`src/rtl/gec_pkg.sv`:
```
package gec_pkg;

    typedef enum logic [2:0] {
        ADR_PER_HI = 3'd0,
        ADR_PER_LO = 3'd1,
        ADR_OFF_HI = 3'd2,
        ADR_OFF_LO = 3'd3,
        ADR_CTRL   = 3'd4
    } gec_addr_e;

    localparam int unsigned BYTE_W = 8;

endpackage

```
`src/rtl/gec_prescaler.sv`:
```
module gec_prescaler #(
    parameter int PSC_STAGES = 6,
    parameter int SEL_W      = 3
) (
    input  logic             clk,
    input  logic             rst_n,
    input  logic [SEL_W-1:0] sel_i,
    output logic             tick_o
);

    typedef struct packed {
        logic [PSC_STAGES-1:0] div;
    } psc_state_t;

    psc_state_t            st_d, st_q;
    logic [SEL_W-1:0]      eff_sel;
    logic [PSC_STAGES-1:0] mask;

    always_comb begin
        st_d = st_q;
        st_d.div = st_q.div + 1'b1;

        if (sel_i > SEL_W'(PSC_STAGES - 1)) begin
            eff_sel = SEL_W'(PSC_STAGES - 1);
        end else begin
            eff_sel = sel_i;
        end

        for (int i = 0; i < PSC_STAGES; i++) begin
            mask[i] = ({{(32-SEL_W){1'b0}}, eff_sel} >= 32'(i));
        end

        tick_o = ((st_q.div & mask) == mask);
    end

    always_ff @(posedge clk or negedge rst_n) begin
        if (!rst_n) begin
            st_q <= '0;
        end else begin
            st_q <= st_d;
        end
    end

endmodule

```
`src/rtl/gec_regfile.sv`:
```
module gec_regfile
    import gec_pkg::*;
#(
    parameter int VAL_W = 16
) (
    input  logic             clk,
    input  logic             rst_n,
    input  logic             wr_en_i,
    input  logic [2:0]       wr_addr_i,
    input  logic [7:0]       wr_data_i,
    output logic [VAL_W-1:0] per_o,
    output logic [VAL_W-1:0] off_o,
    output logic             mode_o
);

    localparam int HI_W = VAL_W - BYTE_W;

    typedef struct packed {
        logic [HI_W-1:0]  per_hi;
        logic [HI_W-1:0]  off_hi;
        logic [VAL_W-1:0] per;
        logic [VAL_W-1:0] off;
        logic             mode;
    } reg_state_t;

    reg_state_t st_d, st_q;

    always_comb begin
        st_d = st_q;
        if (wr_en_i) begin
            case (gec_addr_e'(wr_addr_i))
                ADR_PER_HI: st_d.per_hi = wr_data_i[HI_W-1:0];
                ADR_PER_LO: st_d.per    = {st_q.per_hi, wr_data_i};
                ADR_OFF_HI: st_d.off_hi = wr_data_i[HI_W-1:0];
                ADR_OFF_LO: st_d.off    = {st_q.off_hi, wr_data_i};
                ADR_CTRL:   st_d.mode   = wr_data_i[0];
                default:    st_d = st_q;
            endcase
        end
        per_o  = st_q.per;
        off_o  = st_q.off;
        mode_o = st_q.mode;
    end

    always_ff @(posedge clk or negedge rst_n) begin
        if (!rst_n) begin
            st_q <= '0;
        end else begin
            st_q <= st_d;
        end
    end

endmodule

```
`src/rtl/gec_pwm.sv`:
```
module gec_pwm #(
    parameter int VAL_W = 16
) (
    input  logic             clk,
    input  logic             rst_n,
    input  logic             tick_i,
    input  logic [VAL_W-1:0] per_new_i,
    input  logic [VAL_W-1:0] off_new_i,
    output logic             pwm_o,
    output logic             valid_o,
    output logic [VAL_W-1:0] act_per_o,
    output logic [VAL_W-1:0] act_off_o
);

    localparam logic [VAL_W-1:0] OFF_STUCK = {VAL_W{1'b1}};

    typedef struct packed {
        logic [VAL_W-1:0] pcnt;
        logic [VAL_W-1:0] per;
        logic [VAL_W-1:0] off;
        logic             pwm;
    } pwm_state_t;

    pwm_state_t st_d, st_q;

    always_comb begin
        st_d = st_q;
        if (tick_i) begin
            if (st_q.pcnt == st_q.per) begin
                st_d.pcnt = '0;
                st_d.per  = per_new_i;
                st_d.off  = off_new_i;
            end else begin
                st_d.pcnt = st_q.pcnt + 1'b1;
            end
            st_d.pwm = (st_d.off != OFF_STUCK) && (st_d.pcnt > st_d.off);
        end
        pwm_o     = st_q.pwm;
        valid_o   = (st_q.off < st_q.per);
        act_per_o = st_q.per;
        act_off_o = st_q.off;
    end

    always_ff @(posedge clk or negedge rst_n) begin
        if (!rst_n) begin
            st_q <= '0;
        end else begin
            st_q <= st_d;
        end
    end

endmodule

```
`src/rtl/gec_evcount.sv`:
```
module gec_evcount #(
    parameter int CNT_W  = 16,
    parameter int SYNC_N = 2
) (
    input  logic             clk,
    input  logic             rst_n,
    input  logic             evt_i,
    input  logic             gate_pin_i,
    input  logic             mode_i,
    input  logic             pwm_i,
    input  logic             pwm_valid_i,
    output logic [CNT_W-1:0] count_o,
    output logic             gate_o
);

    typedef struct packed {
        logic [SYNC_N:0]   evt_s;
        logic [SYNC_N-1:0] pin_s;
        logic [CNT_W-1:0]  cnt;
    } cnt_state_t;

    cnt_state_t st_d, st_q;
    logic       rise;

    always_comb begin
        st_d       = st_q;
        st_d.evt_s = {st_q.evt_s[SYNC_N-1:0], evt_i};
        st_d.pin_s = {st_q.pin_s[SYNC_N-2:0], gate_pin_i};

        rise   = st_q.evt_s[SYNC_N-1] & ~st_q.evt_s[SYNC_N];
        gate_o = mode_i ? (pwm_i & pwm_valid_i) : st_q.pin_s[SYNC_N-1];

        if (rise && gate_o) begin
            st_d.cnt = st_q.cnt + 1'b1;
        end
        count_o = st_q.cnt;
    end

    always_ff @(posedge clk or negedge rst_n) begin
        if (!rst_n) begin
            st_q <= '0;
        end else begin
            st_q <= st_d;
        end
    end

endmodule

```
`src/rtl/gated_evcnt.sv`:
```
module gated_evcnt #(
    parameter int  CNT_W      = 16,
    parameter int  VAL_W      = 16,
    parameter int  PSC_STAGES = 6,
    localparam int SEL_W      = $clog2(PSC_STAGES)
) (
    input  logic             clk,
    input  logic             rst_n,
    input  logic             evt_i,
    input  logic             gate_pin_i,
    input  logic [SEL_W-1:0] psc_sel_i,
    input  logic             wr_en_i,
    input  logic [2:0]       wr_addr_i,
    input  logic [7:0]       wr_data_i,
    output logic             pwm_o,
    output logic [CNT_W-1:0] count_o
);

    logic             psc_tick;
    logic [VAL_W-1:0] shd_per;
    logic [VAL_W-1:0] shd_off;
    logic             gate_mode;
    logic             pwm_valid;
    logic [VAL_W-1:0] act_per;
    logic [VAL_W-1:0] act_off;
    logic             cnt_gate;

    gec_prescaler #(
        .PSC_STAGES(PSC_STAGES),
        .SEL_W     (SEL_W)
    ) u_psc (
        .clk   (clk),
        .rst_n (rst_n),
        .sel_i (psc_sel_i),
        .tick_o(psc_tick)
    );

    gec_regfile #(
        .VAL_W(VAL_W)
    ) u_regs (
        .clk      (clk),
        .rst_n    (rst_n),
        .wr_en_i  (wr_en_i),
        .wr_addr_i(wr_addr_i),
        .wr_data_i(wr_data_i),
        .per_o    (shd_per),
        .off_o    (shd_off),
        .mode_o   (gate_mode)
    );

    gec_pwm #(
        .VAL_W(VAL_W)
    ) u_pwm (
        .clk      (clk),
        .rst_n    (rst_n),
        .tick_i   (psc_tick),
        .per_new_i(shd_per),
        .off_new_i(shd_off),
        .pwm_o    (pwm_o),
        .valid_o  (pwm_valid),
        .act_per_o(act_per),
        .act_off_o(act_off)
    );

    gec_evcount #(
        .CNT_W (CNT_W),
        .SYNC_N(2)
    ) u_cnt (
        .clk        (clk),
        .rst_n      (rst_n),
        .evt_i      (evt_i),
        .gate_pin_i (gate_pin_i),
        .mode_i     (gate_mode),
        .pwm_i      (pwm_o),
        .pwm_valid_i(pwm_valid),
        .count_o    (count_o),
        .gate_o     (cnt_gate)
    );

endmodule

```
`config.mk`:
```
export PLATFORM = sky130hd
export DESIGN_NAME = gated_evcnt
export DESIGN_NICKNAME = d
export VERILOG_FILES = /design/src/rtl/gec_pkg.sv /design/src/rtl/gec_prescaler.sv /design/src/rtl/gec_regfile.sv /design/src/rtl/gec_pwm.sv /design/src/rtl/gec_evcount.sv /design/src/rtl/gated_evcnt.sv
export SDC_FILE = /design/constraint.sdc
export NUM_CORES = 1
export LEC_CHECK = 0
export ABC_AREA = 1
export BUFFER_PORTS_ARGS = -buffer_cell sky130_fd_sc_hd__buf_2
export CORE_UTILIZATION = 55
export CTS_BUF_LIST = sky130_fd_sc_hd__clkbuf_8
export CTS_CLUSTER_SIZE = 28
export DETAILED_ROUTE_END_ITERATION = 7
export GPL_TIMING_DRIVEN = 0
export HOLD_SLACK_MARGIN = 0.03
export PLACE_DENSITY_LB_ADDON = 0.15
export SLEW_MARGIN = 20
export SYNTH_ARGS = -nofsm -noshare
export SYNTH_HDL_FRONTEND = slang
export SYNTH_SLANG_ARGS = --single-unit
export TNS_END_PERCENT = 1
```
`constraint.sdc`:
```
create_clock -name clk -period 2.2 [get_ports clk]
set_clock_uncertainty 0.05 [all_clocks]
set_input_delay 0.44 -clock clk [delete_from_list [all_inputs] [get_ports clk]]
set_output_delay 0.44 -clock clk [all_outputs]
set_load 0.01 [all_outputs]
```
# Word level (Yosys, flattened, before mapping)
# Index checks and enable logic that the tools add are counted.
# word_totals
reg_bits	125
inputBits	19
out_inout_bits	17
wordCells	51
# op_classes
addsub	3
n_lt_le_gt_ge	8
eq_ne	8
muxes	6
bitwise	4
reduce_logical	9
# op_table
cell	count
two-way mux 32 bit	2
adder 16 x 1 -> 16 bit, second input constant	2
two-way mux 16 bit	2
== test 16 bit	1
greater-than comparator 16 bit	1
< comparator 16 bit	1
inequality test 16 bit, second input constant	1
AND reduction 2 bit	6
adder 6 x 1 -> 6 bit, second input constant	1
bitwise AND 6 bit	1
== test 3 x 2 -> 1 bit, second input constant	2
== test 6 bit	1
>= comparator 3 x 2 -> 1 bit, second input constant	2
>= comparator 3 bit, second input constant	2
== test 3 x 1 -> 1 bit, second input constant	1
== test 3 bit, second input constant	1
>= comparator 3 x 1 -> 1 bit, second input constant	1
greater-than comparator 3 bit, second input constant	1
logical NOT 3 bit	1
two-way mux 3 bit	1
bitwise AND 1 bit	2
logical AND 1 bit	2
inequality test 2 x 1 -> 1 bit, second input constant	1
two-way mux 1 bit	1
inverter 1 bit	1

# Logic depth before layout (Yosys ltp)
# logic_depth
word_depth	8
mapped_depth	21
mapped_depth_nobuf	19

# Modules after synthesis
# From an unflattened synthesis, not the netlist that was laid out.
# unflattened
hier_cells	926
hier_area_um2	7332.0
# modules_own_cells
mod	instances	cells_each	area_each_um2	seq_area_each_um2
gec_pwm	1	511	3658.5	1226.2
gec_regfile	1	255	2239.6	1226.2
gec_evcount	1	126	1141.1	525.5
gec_prescaler	1	34	292.8	150.1

# Worst setup path before layout
# OpenSTA, ideal clock, no wires.
# synth_path
kind	register -> register
start	reg u_pwm.st_q[45] (netlist name)
end	reg u_pwm.st_q, in the netlist u_pwm.pwm_o
setup_ns	0.117
arrival_time_ns	2.256
required_time_ns	2.033
slack_ns	-0.223
stages_incl_launch_ff	17
n_path_buf	2
synth_period_minus_slack_ns	2.423
path_cell_list	dfrtp_1 > buf_4 > nand2_1 > nand2_1 > nor2_1 > nand2_1 > nor2_2 > nand2_4 > buf_6 > inv_1 > nor3_1 > ha_1 > nand4_1 > o41ai_1 > a21oi_1 > nand2_1 > nand2_1
# synth_between
elab_chain_cells	5
word_cells_on_any_way	9
cone_classes	add/sub (1); order compare (1); eq/ne (2); mux (4); reduce/logical (1)
# synth_rtl
element	line_no	rtl
from (decl)	gec_pwm.sv:24	pwm_state_t st_d, st_q;
from (signal assigned)	gec_pwm.sv:48	st_q <= st_d;
adder 16 x 1 -> 16 bit or == test 16 bit (tied branches)	gec_pwm.sv:34, gec_pwm.sv:29	
two-way mux 16 bit or two-way mux 32 bit (tied branches)	gec_pwm.sv:29	if (st_q.pcnt == st_q.per) begin
two-way mux 16 bit or two-way mux 32 bit (tied branches)	gec_pwm.sv:28	if (tick_i) begin
greater-than comparator 16 bit or inequality test 16 bit (tied branches)	gec_pwm.sv:36	st_d.pwm = (st_d.off != OFF_STUCK) && (st_d.pcnt > st_d.off);
logical AND 1 bit *	gec_pwm.sv:36	
# Every way passes the cells marked *; elsewhere a longest branch is shown, timed or not. The select of a mux whose other input is x is not followed.
# A chain may end at the register's enable or synchronous reset.

# Worst setup path after layout
# layout_path
start	reg u_pwm.st_q[34] (netlist name)
end	reg u_pwm.st_q, in the netlist u_pwm.pwm_o
# Same word-level chain as after synthesis.

==> flow_results.xml <==
<?xml version="1.0" encoding="UTF-8"?>
<metrics>
  <group name="run_status">
    <metric name="result_of_the_run" unit="">finished with violations</metric>
    <metric name="violations" unit="">setup timing</metric>
  </group>
  <group name="yosys">
    <metric name="synth.yosys.seq_area_share" unit="%">46.3</metric>
    <metric name="yosysWarnings" unit="">0</metric>
    <metric name="syn_area" unit="um2">6760</metric>
    <metric name="unique_cell_type_count_in_the_yosys_netlist" unit="">32</metric>
    <metric name="syn_avg_cell_area" unit="um2">8.03</metric>
    <metric name="synth.ff_latch_count" unit="">125</metric>
    <metric name="syn_inst" unit="">841</metric>
    <metric name="synthesis.nets" unit="">894</metric>
  </group>
  <group name="setup_path">
    <metric name="crit_path_start_kind" unit="">register</metric>
    <metric name="required" unit="ps">2500</metric>
    <metric name="setup.worst_path.end_class" unit="">register</metric>
    <metric name="worstSetupPathType" unit="">reg2reg</metric>
    <metric name="r2r-start" unit="">u_pwm.st_q[34]</metric>
    <metric name="data_arrival_time_at_the_worst_slack_endpoint" unit="ps">3070</metric>
    <metric name="worstSetupStartpoint" unit="">u_pwm.st_q[34]</metric>
    <metric name="rr_endpoint" unit="">u_pwm.pwm_o</metric>
    <metric name="r2r_setup_slack" unit="ps">-570</metric>
    <metric name="worst-path-max-fanout" unit="">4</metric>
    <metric name="worstRegToRegCells" unit="">15</metric>
  </group>
  <group name="finish">
    <metric name="layout-area-overhead-vs-synth" unit="%">17.6</metric>
    <metric name="fillCellCount" unit="">1041</metric>
    <metric name="layout.cell_area.non_filler" unit="um2">7940</metric>
    <metric name="final_net_count" unit="">973</metric>
    <metric name="most_frequent_standard_cell_in_the_layout_excluding_fill_and_tap_cells" unit="">sky130_fd_sc_hd__nand2_1</metric>
    <metric name="sequential_cell_area" unit="um2">3130</metric>
    <metric name="final-instance-count-excl-fill" unit="">1080</metric>
    <metric name="post_route_cells_drive_above_1_share" unit="%">21.2</metric>
    <metric name="antenna-diode-count" unit="">0</metric>
    <metric name="multi_input_area" unit="um2">3180</metric>
    <metric name="layout.cells.most_common_list" unit="">sky130_fd_sc_hd__nand2_1 (240), sky130_fd_sc_hd__dfrtp_1 (121), sky130_fd_sc_hd__o21ai_0 (95), sky130_fd_sc_hd__inv_1 (87), sky130_fd_sc_hd__buf_4 (44)</metric>
  </group>
  <group name="placed_design">
    <metric name="port_buffers" unit="">35</metric>
    <metric name="gp_routability_congestion" unit="">0.878</metric>
    <metric name="dp.final_hpwl" unit="um">11800</metric>
    <metric name="dpl_worst_slack" unit="ps">-660</metric>
    <metric name="place_inst" unit="">1024</metric>
    <metric name="postPlaceCellArea" unit="um2">7160</metric>
  </group>
  <group name="detailed_routing">
    <metric name="detail_route.wl_per_cell" unit="um">15.1</metric>
    <metric name="first_drt_pass_iteration_count" unit="">6</metric>
    <metric name="drc_errors" unit="">0</metric>
    <metric name="via_per_inst" unit="">5.35</metric>
    <metric name="first_iter_violations" unit="">396</metric>
    <metric name="routed_wirelength" unit="um">16300</metric>
    <metric name="vias" unit="">5777</metric>
    <metric name="final_antenna_net_count" unit="">0</metric>
  </group>
  <group name="cts">
    <metric name="htree_num_levels" unit="">4</metric>
    <metric name="cts_inserted_buffers" unit="">17</metric>
    <metric name="cts_tree" unit="">built</metric>
    <metric name="clock_network_latency_to_the_later_pin_of_the_worst_skew_pair" unit="ps">460</metric>
    <metric name="cts.reportedPaths.clkPinSlew" unit="ps">80</metric>
    <metric name="cts_max_path_buffers" unit="">2</metric>
    <metric name="clk_root_buffer_cell" unit="">sky130_fd_sc_hd__clkbuf_8</metric>
    <metric name="cts_num_sinks" unit="">125</metric>
  </group>
  <group name="min_path">
    <metric name="timing.hold.worst.class" unit="">in2reg</metric>
    <metric name="holdPathStages" unit="">3</metric>
    <metric name="holdCritStartpoint" unit="">wr_en_i</metric>
    <metric name="hold-path-endpoint" unit="">u_regs.mode_o</metric>
  </group>
  <group name="power_and_ir_drop">
    <metric name="power.density" unit="nW/um2">765</metric>
    <metric name="fin_total_pwr" unit="mW">6.08</metric>
    <metric name="worst_ir_drop_vdd" unit="mV">0.604</metric>
    <metric name="leakage" unit="nW">4.06</metric>
  </group>
  <group name="die">
    <metric name="fp-row-count" unit="">40</metric>
    <metric name="floorplan.die.width" unit="um">113</metric>
    <metric name="fp.dieH" unit="um">113</metric>
    <metric name="io-pin-count" unit="">36</metric>
    <metric name="floorplan.core_area" unit="um2">12000</metric>
    <metric name="floorplan.die_area" unit="um2">12700</metric>
    <metric name="start_util" unit="%">56.2</metric>
  </group>
  <group name="grt">
    <metric name="gr-total-overflow" unit="">0</metric>
    <metric name="number_of_global_route_vias_before_repair" unit="">5554</metric>
    <metric name="grt_max_degree" unit="">66</metric>
    <metric name="initial_antenna_violation_count" unit="">0</metric>
    <metric name="grt_usage" unit="%">27.5</metric>
    <metric name="first_pass_grt_wire_length" unit="um">26800</metric>
  </group>
  <group name="sta">
    <metric name="report.final.slew_viol_count" unit="">0</metric>
    <metric name="rsz_0062_raised_after_global_routing" unit="">yes</metric>
    <metric name="post_route_fraction_of_the_period_consumed_by_the_critical_path" unit="%">126</metric>
    <metric name="final.setup.tns" unit="ps">-1060</metric>
    <metric name="setup_viol" unit="">2</metric>
    <metric name="final_period_minus_worst_setup_slack" unit="ps">2770</metric>
    <metric name="tightest_slew" unit="ps">580</metric>
    <metric name="achievable-frequency" unit="MHz">361</metric>
    <metric name="slew_headroom" unit="%">61.4</metric>
    <metric name="final_critical_path_setup_slack" unit="ps">-572</metric>
    <metric name="hold_viol_final" unit="">0</metric>
  </group>
  <group name="run">
    <metric name="timing.max_cap.violations" unit="">0</metric>
  </group>
</metrics>
==> cells by family after synthesis <==
logic type	Yosys count	share of synthesized area (%)
mux	9	1.50
xor+xnor	15	1.94
simple gates	385	24.4
flops	125	46.3
fa+ha+maj	34	6.30
buf+inv	137	9.07
compound gates	136	10.5
==> synthesized netlist by cell type (all sizes together) <==
| cell | n | share of area [%] |
|---|---|---|
| dfrtp | 125 | 46 |
| o21a | 2 | 0.22 |
| a211oi | 1 | 0.11 |
| clkbuf | 12 | 0.67 |
| a31oi | 1 | 0.093 |
| nand3b | 12 | 1.3 |
| xor2 | 11 | 1.4 |
| o41ai | 1 | 0.13 |
| nand2 | 260 | 15 |
| mux2 | 9 | 1.5 |
| o21ai | 97 | 7.2 |
| nor4 | 4 | 0.37 |
| buf | 29 | 3.1 |
| nor3 | 9 | 0.67 |
| xnor2 | 4 | 0.52 |
| ha | 34 | 6.3 |
| o221a | 1 | 0.17 |
| nor2 | 58 | 3.8 |
| nand4 | 6 | 0.56 |
| a21oi | 31 | 2.4 |
| inv | 96 | 5.3 |
| o211ai | 2 | 0.22 |
| nand3 | 36 | 2.7 |
==> where the power goes <==
part           leakage [nW]  internal, mW  switching [mW]  total (mW)
sequential             1.46          2.61           0.272        2.88
combinational          2.40         0.514           0.670        1.18
clock                 0.198          1.01            1.00        2.01
==> worst max-delay path, cell delays in order (launching register included) <==
cell	delay, ps
sky130_fd_sc_hd__dfrtp_1	440
sky130_fd_sc_hd__ha_2	230
sky130_fd_sc_hd__nand2_2	90
sky130_fd_sc_hd__nor2_4	140
sky130_fd_sc_hd__nand3_4	110
sky130_fd_sc_hd__nor2_4	140
sky130_fd_sc_hd__nand2_4	80
sky130_fd_sc_hd__nor2_4	130
sky130_fd_sc_hd__a31oi_4	90
sky130_fd_sc_hd__nor3_2	270
sky130_fd_sc_hd__ha_1	190
sky130_fd_sc_hd__nand4_1	150
sky130_fd_sc_hd__o41ai_2	340
sky130_fd_sc_hd__a21oi_1	70
sky130_fd_sc_hd__nand2_1	80
sky130_fd_sc_hd__nand2_1	50
==> worst max-delay path by stage <==
stage               depth (start not counted)         endpoint
finish                                     15      u_pwm.pwm_o
global route                               16      u_pwm.pwm_o
CTS                                        15      u_pwm.pwm_o
detailed placement                         15      u_pwm.pwm_o
global placement                            1  u_regs.st_q[45]
floorplan                                  16      u_pwm.pwm_o
==> layer usage <==
metal | GRT usage [%] | up-vias | share of wire, %
li1 | - | 2850 | -
met1 | 33.7 | 2720 | 44
met2 | 45.8 | 163 | 49
met3 | 5.95 | 44 | 3.7
met4 | 14.1 | 0 | 3.3
met5 | 0 | - | 0
==> stage by stage <==
| stage | util [%] | hold WS (ps) |
|---|---|---|
| 3_3_place_gp | 59.3 | 282 |
| 5_1_grt | 66.1 | 267 |
| 2_1_floorplan | - | 94.4 |
| 4_1_cts | 65.0 | 205 |
| 6_report | 66.1 | 227 |
| 3_5_place_dp | 59.6 | 285 |
==> state kept, by name, indices dropped and copies added (netlist names) <==
name / count
u_pwm.act_per_o: 16
u_cnt.st_q: 2
u_psc.st_q: 6
u_regs.per_o: 16
u_pwm.act_off_o: 16
u_regs.mode_o: 1
u_regs.off_o: 16
u_pwm.pwm_o: 1
u_pwm.st_q: 16
u_cnt.count_o: 16
u_cnt.st_d: 3
u_regs.st_q: 16
==> final cells by class <==
type | count | share of cell area [%]
Clock inverter | 12 | 1.56
Tap cell | 147 | 2.32
Clock buffer | 20 | 3.47
Buffer | 41 | 3.56
Multi-Input combinational cell | 579 | 40.1
Inverter | 96 | 4.60
Sequential cell | 125 | 39.4
Timing Repair Buffer | 60 | 4.99
==> what timing repair did <==
item / CTS / global route
setup endpoints to repair: 17 / 41
gates resized for setup: 35 / 28
hold buffers: 3 / 0
hold endpoints to repair: 62 / 0
pin swaps: 16 / 16
setup buffers: 15 / 6
Power figures use the tool's default switching activity.
